[src/rtl/rtcw_pkg.sv]
package rtcw_pkg;

    typedef enum logic [1:0] {
        ST_IDLE  = 2'd0,
        ST_SHIFT = 2'd1,
        ST_FULL  = 2'd2
    } wr_state_e;

    // Channel positions inside the synchronized input bundle
    localparam int CH_EN  = 0;
    localparam int CH_WS  = 1;
    localparam int CH_SCK = 2;
    localparam int CH_SDI = 3;
    localparam int N_CH   = 4;

endpackage

[src/rtl/rtcw_sync_edge.sv]
module rtcw_sync_edge #(
    parameter int N      = 4,
    parameter int STAGES = 2
) (
    input  logic         clk,
    input  logic         rst_n,
    input  logic [N-1:0] d,
    output logic [N-1:0] lvl,
    output logic [N-1:0] rise,
    output logic [N-1:0] fall
);

    logic [N-1:0] pipe [STAGES];
    logic [N-1:0] prev_q;

    for (genvar g = 0; g < STAGES; g++) begin : g_stage
        if (g == 0) begin : g_first
            always_ff @(posedge clk or negedge rst_n) begin
                if (!rst_n) pipe[g] <= '0;
                else        pipe[g] <= d;
            end
        end else begin : g_next
            always_ff @(posedge clk or negedge rst_n) begin
                if (!rst_n) pipe[g] <= '0;
                else        pipe[g] <= pipe[g-1];
            end
        end
    end

    always_ff @(posedge clk or negedge rst_n) begin
        if (!rst_n) prev_q <= '0;
        else        prev_q <= pipe[STAGES-1];
    end

    assign lvl  = pipe[STAGES-1];
    assign rise = pipe[STAGES-1] & ~prev_q;
    assign fall = ~pipe[STAGES-1] & prev_q;

endmodule

[src/rtl/rtcw_shreg.sv]
module rtcw_shreg #(
    parameter int W  = 52,
    parameter int CW = 6
) (
    input  logic          clk,
    input  logic          rst_n,
    input  logic          clr,
    input  logic          shift,
    input  logic          din,
    output logic [W-1:0]  data,
    output logic [CW-1:0] cnt
);

    always_ff @(posedge clk or negedge rst_n) begin
        if (!rst_n) begin
            data <= '0;
            cnt  <= '0;
        end else if (clr) begin
            data <= '0;
            cnt  <= '0;
        end else if (shift && (cnt < CW'(W))) begin
            data <= {din, data[W-1:1]};
            cnt  <= cnt + 1'b1;
        end
    end

endmodule

[src/rtl/rtc_wr_port.sv]
module rtc_wr_port #(
    parameter int FRAME_BITS  = 52,
    parameter int SYNC_STAGES = 2
) (
    input  logic                  clk,
    input  logic                  rst_n,
    input  logic                  en_i,
    input  logic                  wsel_i,
    input  logic                  sck_i,
    input  logic                  sdi_i,
    output logic                  sec_stop_o,
    output logic                  div_rst_o,
    output logic                  load_o,
    output logic                  abort_o,
    output logic [FRAME_BITS-1:0] frame_o
);
    import rtcw_pkg::*;

    localparam int CW = $clog2(FRAME_BITS + 1);

    logic [N_CH-1:0] lvl, rise, fall;
    logic [N_CH-1:0] raw_in;

    assign raw_in[CH_EN]  = en_i;
    assign raw_in[CH_WS]  = wsel_i;
    assign raw_in[CH_SCK] = sck_i;
    assign raw_in[CH_SDI] = sdi_i;

    rtcw_sync_edge #(
        .N      (N_CH),
        .STAGES (SYNC_STAGES)
    ) u_sync (
        .clk   (clk),
        .rst_n (rst_n),
        .d     (raw_in),
        .lvl   (lvl),
        .rise  (rise),
        .fall  (fall)
    );

    wr_state_e       state_q, state_d;
    logic            active;
    logic            sck_up, sck_dn, en_up;
    logic            shift_en, clr_frame, last_bit;
    logic [CW-1:0]   bit_cnt;

    assign active = lvl[CH_EN] & lvl[CH_WS];
    assign sck_up = rise[CH_SCK];
    assign sck_dn = fall[CH_SCK];
    assign en_up  = rise[CH_EN];

    assign shift_en  = (state_q == ST_SHIFT) && active && sck_up;
    assign clr_frame = (state_q == ST_IDLE) || !active;
    assign last_bit  = shift_en && (bit_cnt == CW'(FRAME_BITS - 1));

    rtcw_shreg #(
        .W  (FRAME_BITS),
        .CW (CW)
    ) u_shreg (
        .clk   (clk),
        .rst_n (rst_n),
        .clr   (clr_frame),
        .shift (shift_en),
        .din   (lvl[CH_SDI]),
        .data  (frame_o),
        .cnt   (bit_cnt)
    );

    // State register
    always_ff @(posedge clk or negedge rst_n) begin
        if (!rst_n) state_q <= ST_IDLE;
        else        state_q <= state_d;
    end

    // Next-state logic
    always_comb begin
        state_d = state_q;
        unique case (state_q)
            ST_IDLE:  if (active)        state_d = ST_SHIFT;
            ST_SHIFT: if (!active)       state_d = ST_IDLE;
                      else if (last_bit) state_d = ST_FULL;
            ST_FULL:  if (!active)       state_d = ST_IDLE;
            default:                     state_d = ST_IDLE;
        endcase
    end

    // Registered outputs
    always_ff @(posedge clk or negedge rst_n) begin
        if (!rst_n) begin
            sec_stop_o <= 1'b0;
            div_rst_o  <= 1'b0;
            load_o     <= 1'b0;
            abort_o    <= 1'b0;
        end else begin
            load_o  <= last_bit;
            abort_o <= (state_q == ST_SHIFT) && !active;

            if ((state_q != ST_IDLE) && active && sck_dn)
                sec_stop_o <= 1'b1;
            else if (en_up)
                sec_stop_o <= 1'b0;

            if ((state_q != ST_SHIFT) || !active)
                div_rst_o <= 1'b0;
            else if (shift_en && (bit_cnt == '0))
                div_rst_o <= 1'b1;
            else if (shift_en && (bit_cnt == CW'(1)))
                div_rst_o <= 1'b0;
        end
    end

endmodule

[config.mk]
export PLATFORM = sky130hd
export DESIGN_NAME = rtc_wr_port
export DESIGN_NICKNAME = d
export VERILOG_FILES = /design/src/rtl/rtcw_pkg.sv /design/src/rtl/rtcw_sync_edge.sv /design/src/rtl/rtcw_shreg.sv /design/src/rtl/rtc_wr_port.sv
export SDC_FILE = /design/constraint.sdc
export NUM_CORES = 1
export LEC_CHECK = 0
export BUFFER_PORTS_ARGS = -buffer_cell sky130_fd_sc_hd__buf_2
export CORE_MARGIN = 10
export CORE_UTILIZATION = 58
export CTS_CLUSTER_SIZE = 28
export DETAILED_ROUTE_END_ITERATION = 7
export GPL_TIMING_DRIVEN = 0
export HOLD_SLACK_MARGIN = 0.12
export MAX_ROUTING_LAYER = met4
export PLACE_DENSITY = 0.9
export SLEW_MARGIN = 20
export SYNTH_ARGS = -nofsm -noshare
export SYNTH_HDL_FRONTEND = slang
export SYNTH_SLANG_ARGS = --single-unit
export TNS_END_PERCENT = 100
[constraint.sdc]
create_clock -name clk -period 2.6 [get_ports clk]
set_input_delay 0.26 -clock clk [delete_from_list [all_inputs] [get_ports clk]]
set_output_delay 0.26 -clock clk [all_outputs]
set_load 0.02 [all_outputs]
==> impl_metrics.py, run 1 <==
metrics = {
    "outcome": {
        "status": "finished clean",
    },
    "yosys": {
        "synth_fp_nets": 308,
        "synth-edff-count": 0,
        "synth_cell_types": 28,
        "yosysWarnings": 0,
        "netlist_area_um2": 2919,
        "yosysSeqAreaShare": 0.6344,
        "async_reset_ff_frac": 1.000,
        "syn_area_per_cell_um2": 9.763,
        "synthCells": 299,
        "ys_ff_latch": 74,
        "synth_flop_cell": "dfrtp_1",
    },
    "timing": {
        "rsz0062_at_grt": "no",
        "fmax_mhz": 563.1,
        "fin_crit_sh": 0.6830,
        "finalSetupTns_ns": 0,
        "final.min_clock_period_ns": 1.776,
        "finalHoldViolCount": 0,
        "slew_headroom": 0.6407,
        "drv_slew": 0,
        "finalSetupViolCount": 0,
        "worst_clock_skew_ns": 0.01080,
        "tightestPinTransition_ns": 0.5370,
    },
    "power_and_ir_drop": {
        "ir_drop_uv": 542.8,
        "power.density_nw_per_um2": 619.5,
        "leakagePower_nw": 1.833,
        "power.total_mw": 2.241,
    },
    "worst_setup_path": {
        "path_max_fanout": 10,
        "cp_top_family": "simple AND/OR/NAND/NOR gates",
        "worstPathArrival_ns": 2.03,
        "cp_num_buf_inv": 1,
        "cp_cell_sequence": "nand2_1 -> nor2_1 -> clkbuf_1 -> nand2_1 -> o21ai_0",
        "startpoint_type": "register",
        "crit_top_cell": "nand2_1",
        "critPathKind": "register to register",
        "r2r_slack_ns": 0.82,
        "end_kind": "register",
        "slowest_delay_ns": 0.46,
        "cp_slowest_cell": "nor2_1",
        "required_ns": 2.86,
    },
    "grt": {
        "grt_pass1_vias": 2403,
        "grt.total_usage": 0.1739,
        "antenna_found_initial": 0,
        "grt_overflow": 0,
        "grt_max_degree": 47,
        "grt_pass1_wl_um": 11530,
    },
    "cells_and_area": {
        "stdcell_area_um2": 3617,
        "areaGrowthSynthToFinish_pct": 23.92,
        "layout-drive-gt1-share": 0.2513,
        "nNetsFinal": 386,
        "final_util": 0.7558,
        "n_antenna_cell": 0,
        "final_cell_mix": "nand2_1, dfrtp_1, buf_2, o21ai_0, clkbuf_8",
        "final_common_cell": "nand2_1",
    },
    "die": {
        "core_um2": 4786,
        "start_util": 0.6099,
        "fp-row-count": 25,
        "die_w_um": 90.94,
        "io_pins": 62,
        "die_area_um2": 8270,
        "die_y_um": 90.94,
    },
    "clock_tree": {
        "post_cts_buffers": 0,
        "cts_buffers": 9,
        "cts.sinks": 74,
        "insertion_delay_ns": 0.35,
        "clockBufferDepth": 2,
        "cts_tree": "done",
        "clk_pin_slew_ns": 0.07,
        "ctsHtreeMaxLevel": 3,
        "clockRootBuffer": "clkbuf_8",
    },
    "run": {
        "max_cap_viol_count": 0,
    },
    "detailed_routing": {
        "drt_first_pass_iters": 4,
        "vias_per_cell": 5.232,
        "vias": 2349,
        "wl_um": 6774,
        "initialDrtViolationCount": 167,
        "wl_per_cell_um": 15.09,
        "drc": 0,
        "drtAntennaViolNets": 0,
    },
    "worst_hold_path": {
        "hold_path.class": "register to register",
    },
    "place": {
        "dp_hpwl_um": 4697,
        "io_buffers": 61,
        "routabilityCongestion": 0.7416,
        "place_area_um2": 3338,
    },
}
-- worst paths after layout --
kind,startpoint,end,cells after the start
max,u_sync.lvl[0]$_DFF_PN0_,u_shreg.data[33]$_DFFE_PN0P_,5
min,u_sync.pipe[6]$_DFF_PN0_,u_sync.lvl[2]$_DFF_PN0_,0
max reg2reg,u_sync.lvl[0]$_DFF_PN0_,u_shreg.data[33]$_DFFE_PN0P_,5
min reg2reg,u_sync.pipe[6]$_DFF_PN0_,u_sync.lvl[2]$_DFF_PN0_,0
max in group asynchronous,rst_n,u_shreg.data[11]$_DFFE_PN0P_,3
min in group asynchronous,rst_n,u_sync.lvl[1]$_DFF_PN0_,2
-- where the power goes --
group	total [mW]	internal [mW]	switching, mW
combinational	0.0644	0.0203	0.0442
clock	1.01	0.593	0.416
sequential	1.17	1.16	0.00575
total	2.24	1.77	0.466
-- synthesized netlist by cell type (2+ instances only) --
cell type / n / area share
and3_1: 2 / 0.0043
nand3_1: 9 / 0.015
nor3_1: 2 / 0.0034
nor2_1: 7 / 0.0090
nand2_1: 107 / 0.14
o21ai_0: 57 / 0.098
buf_6: 2 / 0.0077
dfrtp_1: 74 / 0.63
nand2b_1: 2 / 0.0043
clkbuf_2: 5 / 0.0086
o211ai_1: 2 / 0.0051
ha_1: 3 / 0.013
inv_1: 4 / 0.0051
buf_2: 9 / 0.015
-- cell type report --
cell class / instances / area [um2]
multi-input cells: 203 / 948.4
clock buffers: 12 / 155.1
plain buffers: 18 / 103.9
clock inverters: 4 / 73.82
repair buffers: 67 / 385.4
inverters: 4 / 15.01
flip-flops and latches: 74 / 1852
fillers: 336 / 1169
well taps: 67 / 83.83
-- per-layer routing --
layer	share of wire	GRT usage	wire (um)
met4	0.014	0.06136	93
met1	0.44	0.2153	3002
met3	0.057	0.05103	387
met2	0.49	0.2661	3292
met5	0	-	0
-- worst reg2reg max path: stages, from the launching register on --
cell	delay (ns)
dfrtp_1	0.42
nand2_1	0.13
nor2_1	0.46
clkbuf_1	0.40
nand2_1	0.09
o21ai_0	0.19
-- per-stage QoR --
| step | worst slack [ns] | instances | hold WS [ns] |
|---|---|---|---|
| finish | 0.8241 | 449 | 0.3459 |
| floorplan | 1.158 | 299 | -0.03559 |
| global placement | 0.8724 | 427 | 0.3317 |
| detailed placement | 0.8453 | 428 | 0.2087 |
| CTS | 0.8321 | 449 | 0.3498 |
| global route | 0.6298 | 449 | 0.3525 |
-- flip-flops by register name (all words and copies together), names as in the netlist --
register	cells
load_o	1
u_sync.lvl	4
u_sync.prev_q	2
u_shreg.cnt	6
abort_o	1
u_shreg.data	52
sec_stop_o	1
u_sync.pipe	4
state_q	2
div_rst_o	1
-- kinds of logic (layout without fill, tap and decap cells) --
kind of cell | after synthesis | count (layout) | share of synthesized area
AO/OA/AOI/OAI | 63 | 63 | 0.1114
XOR/XNOR | 1 | 1 | 0.003001
adder cells (fa/ha/maj) | 3 | 3 | 0.01286
buffers and inverters | 22 | 105 | 0.04072
flip-flops | 74 | 74 | 0.6344
multiplexers | 1 | 1 | 0.003429
AND/OR/NAND/NOR | 135 | 135 | 0.1942
-- timing repair --
item	CTS	global route
hold buffers	5	0
resized for setup	0	0
hold endpoints to repair	32	0
Power figures use the tool's default switching activity.
==> run 2: changes to the inputs <==
Settings changed: CORE_UTILIZATION 58 to 48, PLACE_DENSITY 0.9 to 0.8.
Clock period 2.6 ns to 1.5 ns, I/O delays scaled along.
==> run 2 against run 1 <==
  * Via count increased by 2.9%
  * First-iteration DRC count decreased by 17%
  * Cell count increased by 5.1%
  * Sequential power increased by 73%
  * Clock skew decreased by 0.0035 ns
  * Sequential cell count unchanged
  * Wire length increased by 7.9%
  * The flow now finishes with violations (setup timing)
  * Clock power increased by 78%
  * Worst setup slack got worse by 0.84 ns
  * Largest power group unchanged
==> impl_metrics.py, run 2 (synthesis results as in run 1) <==
metrics = {
    "outcome": {
        "status": "finished, violations left",
        "violations": "setup timing",
    },
    "cells_and_area": {
        "stdcell_area_um2": 3835,
        "nNetsFinal": 401,
        "largest_register_ffs": 52,
        "final_util": 0.6477,
        "final_common_cell": "nand2_1",
        "areaGrowthSynthToFinish_pct": 31.38,
        "fin_cells": 472,
        "n_antenna_cell": 0,
        "final_cell_mix": "nand2_1, dfrtp_1, buf_2, o21ai_0, buf_4",
        "layout-drive-gt1-share": 0.3023,
        "largest-register": "u_shreg.data",
        "top_regs": "u_shreg.data: 52 flops, u_shreg.cnt: 6 flops",
    },
    "detailed_routing": {
        "initialDrtViolationCount": 139,
        "vias_per_cell": 5.121,
        "drtAntennaViolNets": 0,
        "wl_um": 7307,
        "vias": 2417,
        "drc": 0,
        "drt_first_pass_iters": 4,
        "wl_per_cell_um": 15.48,
    },
    "worst_hold_path": {
        "hold_path.class": "primary input to asynchronous set/reset pin",
    },
    "clock_tree": {
        "ctsHtreeMaxLevel": 3,
        "insertion_delay_ns": 0.35,
        "cts_buffers": 9,
        "clk_pin_slew_ns": 0.08,
        "clockBufferDepth": 2,
        "cts.sinks": 74,
        "clockRootBuffer": "clkbuf_8",
        "cts_tree": "done",
    },
    "place": {
        "place_area_um2": 3341,
        "routabilityCongestion": 0.8605,
        "placed_cells": 436,
        "io_buffers": 61,
        "dp_hpwl_um": 4752,
        "place_ws_ns": -0.2815,
    },
    "power_and_ir_drop": {
        "leakagePower_nw": 1.936,
        "power.total_mw": 3.953,
        "ir_drop_uv": 575.3,
        "power.density_nw_per_um2": 1031,
    },
    "worst_setup_path": {
        "worstReg2RegStart": "u_sync.prev_q[2]$_DFF_PN0_",
        "worstPathArrival_ns": 1.75,
        "startpoint_type": "register",
        "r2r_cells": 6,
        "rr_endpoint": "u_shreg.cnt[3]$_DFFE_PN0P_",
        "required_ns": 1.74,
        "path_max_fanout": 6,
        "critPathKind": "register to register",
        "end_kind": "register",
        "r2r_slack_ns": -0.01,
    },
    "timing": {
        "worst_clock_skew_ns": 0.007328,
        "fmax_mhz": 661.2,
        "tightestPinTransition_ns": 0.4730,
        "finalSetupViolCount": 4,
        "slew_headroom": 0.6847,
        "setup_ws_ns": -0.01230,
        "whs_ns": 0.3011,
        "rsz0062_at_grt": "yes",
        "finalHoldViolCount": 0,
        "drv_slew": 0,
        "final.min_clock_period_ns": 1.512,
        "finalSetupTns_ns": -0.03615,
        "fin_crit_sh": 1.008,
    },
    "grt": {
        "grtUsageMet3": 0.03101,
        "antenna_found_initial": 0,
        "top_usage_layer": "met2",
        "grt.total_usage": 0.1582,
        "met2_usage": 0.2528,
        "grt_overflow": 0,
        "grt_pass1_wl_um": 12250,
        "grt_pass1_vias": 2532,
        "grt_use_met1": 0.1872,
        "grt_max_degree": 39,
    },
    "run": {
        "max_cap_viol_count": 0,
    },
    "die": {
        "die_area_um2": 9601,
        "die_y_um": 97.99,
        "die_w_um": 97.99,
        "start_util": 0.4930,
        "core_um2": 5921,
        "io_pins": 62,
        "fp-row-count": 28,
    },
}
-- run 2: cell types whose count changed in the layout (fill, tap and decap cells not counted), sizes merged --
cell,change
clkinv,-1
bufbuf,+1
clkbuf,-4
buf,+18
clkinvlp,+1
-- run 2: area by class of cell --
class | count | area, um2
fillers | 484 | 2086
flip-flops and latches | 74 | 1853
multi-input cells | 203 | 977.2
repair buffers | 82 | 515.5
clock buffers | 12 | 165.2
plain buffers | 18 | 142.6
well taps | 75 | 93.84
clock inverters | 4 | 72.57
inverters | 4 | 15.01
-- run 2: worst max-delay path: stages, from the launching register on --
cell and delay, ns:
dfrtp_1 0.38, and4b_2 0.32, and3_4 0.21, buf_6 0.13
buf_8 0.12, nand4_4 0.10, mux2i_1 0.14
-- run 2: power breakdown --
group          total [mW]  switching (mW)  internal (mW)  leakage, nW
Sequential           2.02         0.00938           2.01         1.01
Clock                1.80           0.727           1.07        0.119
Combinational       0.135          0.0850         0.0501        0.811
-- run 2: repair_timing --
item | CTS | global route
hold buffers | 5 | 0
hold endpoints to repair | 40 | 0
pin swaps | 2 | 3
gates resized for setup | 14 | 30
buffers inserted | 10 | 3
setup endpoints to repair | 56 | 56
gates cloned | 2 | 0
-- run 2: worst max-delay path by stage --
stage                                     startpoint                           end  slack (ns)  depth (start not counted)
after global routing         u_sync.lvl[0]$_DFF_PN0_  u_shreg.data[22]$_DFFE_PN0P_       -0.07                          5
after global placement       u_sync.lvl[0]$_DFF_PN0_  u_shreg.data[36]$_DFFE_PN0P_       -0.19                          5
after detailed placement     u_sync.lvl[0]$_DFF_PN0_  u_shreg.data[38]$_DFFE_PN0P_       -0.28                          5
after CTS                    u_sync.lvl[1]$_DFF_PN0_   u_shreg.data[4]$_DFFE_PN0P_       0.008                          7
after floorplan              u_sync.lvl[0]$_DFF_PN0_  u_shreg.data[11]$_DFFE_PN0P_        0.06                          7
final                     u_sync.prev_q[2]$_DFF_PN0_    u_shreg.cnt[3]$_DFFE_PN0P_       -0.01                          6
-- run 2: routing by layer --
metal,wire length (um),up-vias
met3,295,18
li1,-,1164
met2,3622,63
met4,197,0
met5,0,-
met1,3192,1172
==> run 3: changes to the inputs <==
Settings changed: CORE_UTILIZATION 48 to 58, PLACE_DENSITY 0.8 to 0.9.
Clock period 1.5 ns to 1.76 ns, I/O delays scaled along.
==> run 3 against run 2 <==
  * Sequential cell count unchanged
  * Sequential share of layout area increased by 2.8 points
  * Utilization increased by 11 points
  * Worst setup slack improved by 0.17 ns
  * The run now ends clean
  * Fmax decreased by 5.5%
  * Largest power group unchanged
  * Sequential power decreased by 15%
==> impl_metrics.py, run 3 (synthesis results as in run 1) <==
metrics = {
    "outcome": {
        "status": "finished clean",
    },
    "die": {
        "io_pins": 62,
        "die_w_um": 90.94,
        "die_area_um2": 8270,
        "fp-row-count": 25,
        "start_util": 0.6099,
        "core_um2": 4786,
        "die_y_um": 90.94,
    },
    "detailed_routing": {
        "drtAntennaViolNets": 0,
        "vias": 2373,
        "vias_per_cell": 5.285,
        "drt_first_pass_iters": 4,
        "wl_um": 6805,
        "drc": 0,
        "wl_per_cell_um": 15.16,
        "initialDrtViolationCount": 157,
    },
    "power_and_ir_drop": {
        "ir_drop_uv": 800.9,
        "switching_share": 0.2082,
        "power.total_mw": 3.312,
        "power.density_nw_per_um2": 912.4,
        "p_sw_mw": 0.6897,
        "seqPwrFrac": 0.520,
        "internal_power_mw": 2.622,
        "p_clk_frac": 0.451,
        "p_comb_frac": 0.029,
        "leakagePower_nw": 1.835,
    },
    "cells_and_area": {
        "layout-drive-gt1-share": 0.2644,
        "nNetsFinal": 386,
        "fill_cells": 331,
        "top_regs": "u_shreg.data: 52 flops, u_shreg.cnt: 6 flops",
        "final_common_cell": "nand2_1",
        "n_antenna_cell": 0,
        "final_cell_mix": "nand2_1, dfrtp_1, buf_2, o21ai_0, clkbuf_8",
        "largest_register_ffs": 52,
        "areaGrowthSynthToFinish_pct": 24.35,
        "largest-register": "u_shreg.data",
    },
    "worst_setup_path": {
        "path_max_fanout": 10,
        "crit_top_cell": "buf_6",
        "cp_slowest_cell": "dfrtp_2",
        "critPathLaunch": "u_shreg.cnt[2]$_DFFE_PN0P_",
        "worstPathArrival_ns": 1.85,
        "cp_top_family": "buffers and inverters",
        "rr_endpoint": "u_shreg.cnt[1]$_DFFE_PN0P_",
        "startpoint_type": "register",
        "r2r_cells": 7,
        "slowest_delay_ns": 0.45,
        "required_ns": 2.01,
        "worstReg2RegStart": "u_shreg.cnt[2]$_DFFE_PN0P_",
        "critPathKind": "register to register",
        "endpoint": "u_shreg.cnt[1]$_DFFE_PN0P_",
        "r2r_slack_ns": 0.16,
        "end_kind": "register",
        "cp_cell_sequence": "o211ai_1 -> and3_1 -> buf_6 -> buf_6 -> buf_6 -> nand2_1 -> o31ai_1",
        "cp.depth": 7,
        "cp_num_buf_inv": 3,
    },
    "timing": {
        "finalSetupViolCount": 0,
        "drv_slew": 0,
        "rsz0062_at_grt": "no",
        "setup_ws_ns": 0.1596,
        "fmax_mhz": 624.8,
        "tightestPinTransition_ns": 0.3837,
        "slew_headroom": 0.7442,
        "fin_crit_sh": 0.9093,
        "finalHoldViolCount": 0,
        "worst_clock_skew_ns": 0.01193,
        "finalSetupTns_ns": 0,
        "final.min_clock_period_ns": 1.600,
    },
    "clock_tree": {
        "cts_buffers": 9,
        "cts_tree": "done",
        "insertion_delay_ns": 0.35,
        "clockRootBuffer": "clkbuf_8",
        "ctsHtreeMaxLevel": 3,
        "clockBufferDepth": 2,
        "cts.sinks": 74,
        "clk_pin_slew_ns": 0.08,
    },
    "grt": {
        "grt_pass1_wl_um": 11530,
        "grt_overflow": 0,
        "grt_pass1_vias": 2403,
        "grt_max_degree": 47,
        "grt.total_usage": 0.1739,
        "antenna_found_initial": 0,
    },
    "place": {
        "dp_hpwl_um": 4697,
        "io_buffers": 61,
        "place_ws_ns": 0.005294,
        "routabilityCongestion": 0.7416,
    },
    "run": {
        "max_cap_viol_count": 0,
    },
    "worst_hold_path": {
        "hold_path.class": "primary input to asynchronous set/reset pin",
    },
}
-- run 3: metrics by stage --
| stage | util | hold slack, ns | instance area [um2] | cells |
|---|---|---|---|---|
| floorplan | - | -0.1196 | 2919 | 299 |
| global placement | 0.6912 | 0.2836 | 3308 | 427 |
| detailed placement | 0.6975 | 0.1247 | 3338 | 428 |
| CTS | 0.7563 | 0.2944 | 3620 | 449 |
| global route | 0.7584 | 0.3290 | 3630 | 449 |
| finish | 0.7584 | 0.2897 | 3630 | 449 |
-- run 3: repair_timing --
| action | in CTS | in global routing |
|---|---|---|
| buffers inserted | 0 | 0 |
| endpoints found under the setup margin | 1 | 11 |
| hold buffers | 5 | 0 |
| endpoints found under the hold margin | 78 | 0 |
| gates resized for setup | 1 | 6 |
| pin swaps | 0 | 2 |
-- run 3: area by class of cell --
cell class	instances	area (um2)	share of cell area
buffer	18	108.9	0.02999
clock buffer	12	155.1	0.04274
clock inverter	4	73.82	0.02034
inverter	4	15.01	0.004137
multi-input combinational	203	953.4	0.2627
sequential	74	1854	0.5109
tap	67	83.83	0.02310
timing repair buffer	67	385.4	0.1062
-- run 3: how the worst min path moves through the flow --
stage | start | to | slack (ns)
2_1_floorplan | rst_n | abort_o$_DFF_PN0_ | -0.12
3_3_place_gp | sdi_i | u_sync.pipe[7]$_DFF_PN0_ | 0.28
3_5_place_dp | rst_n | u_sync.prev_q[0]$_DFF_PN0_ | 0.12
4_1_cts | rst_n | u_sync.lvl[1]$_DFF_PN0_ | 0.29
5_1_grt | rst_n | u_sync.lvl[1]$_DFF_PN0_ | 0.33
6_report | rst_n | u_sync.lvl[1]$_DFF_PN0_ | 0.29
-- run 3: routing by layer --
layer | part of all wire | GRT usage
met1 | 0.44 | 0.2153
met2 | 0.49 | 0.2661
met3 | 0.054 | 0.05103
met4 | 0.013 | 0.06136
met5 | 0 | -
-- run 3: power groups by stage --
stage	registers, mW	logic [mW]	clock network (mW)
6_report	1.72	0.0963	1.49
5_1_grt	1.73	0.110	1.58
4_1_cts	1.72	0.0986	1.51
3_5_place_dp	1.76	0.0891	0
3_3_place_gp	1.76	0.0788	0
2_1_floorplan	1.76	0.0271	0
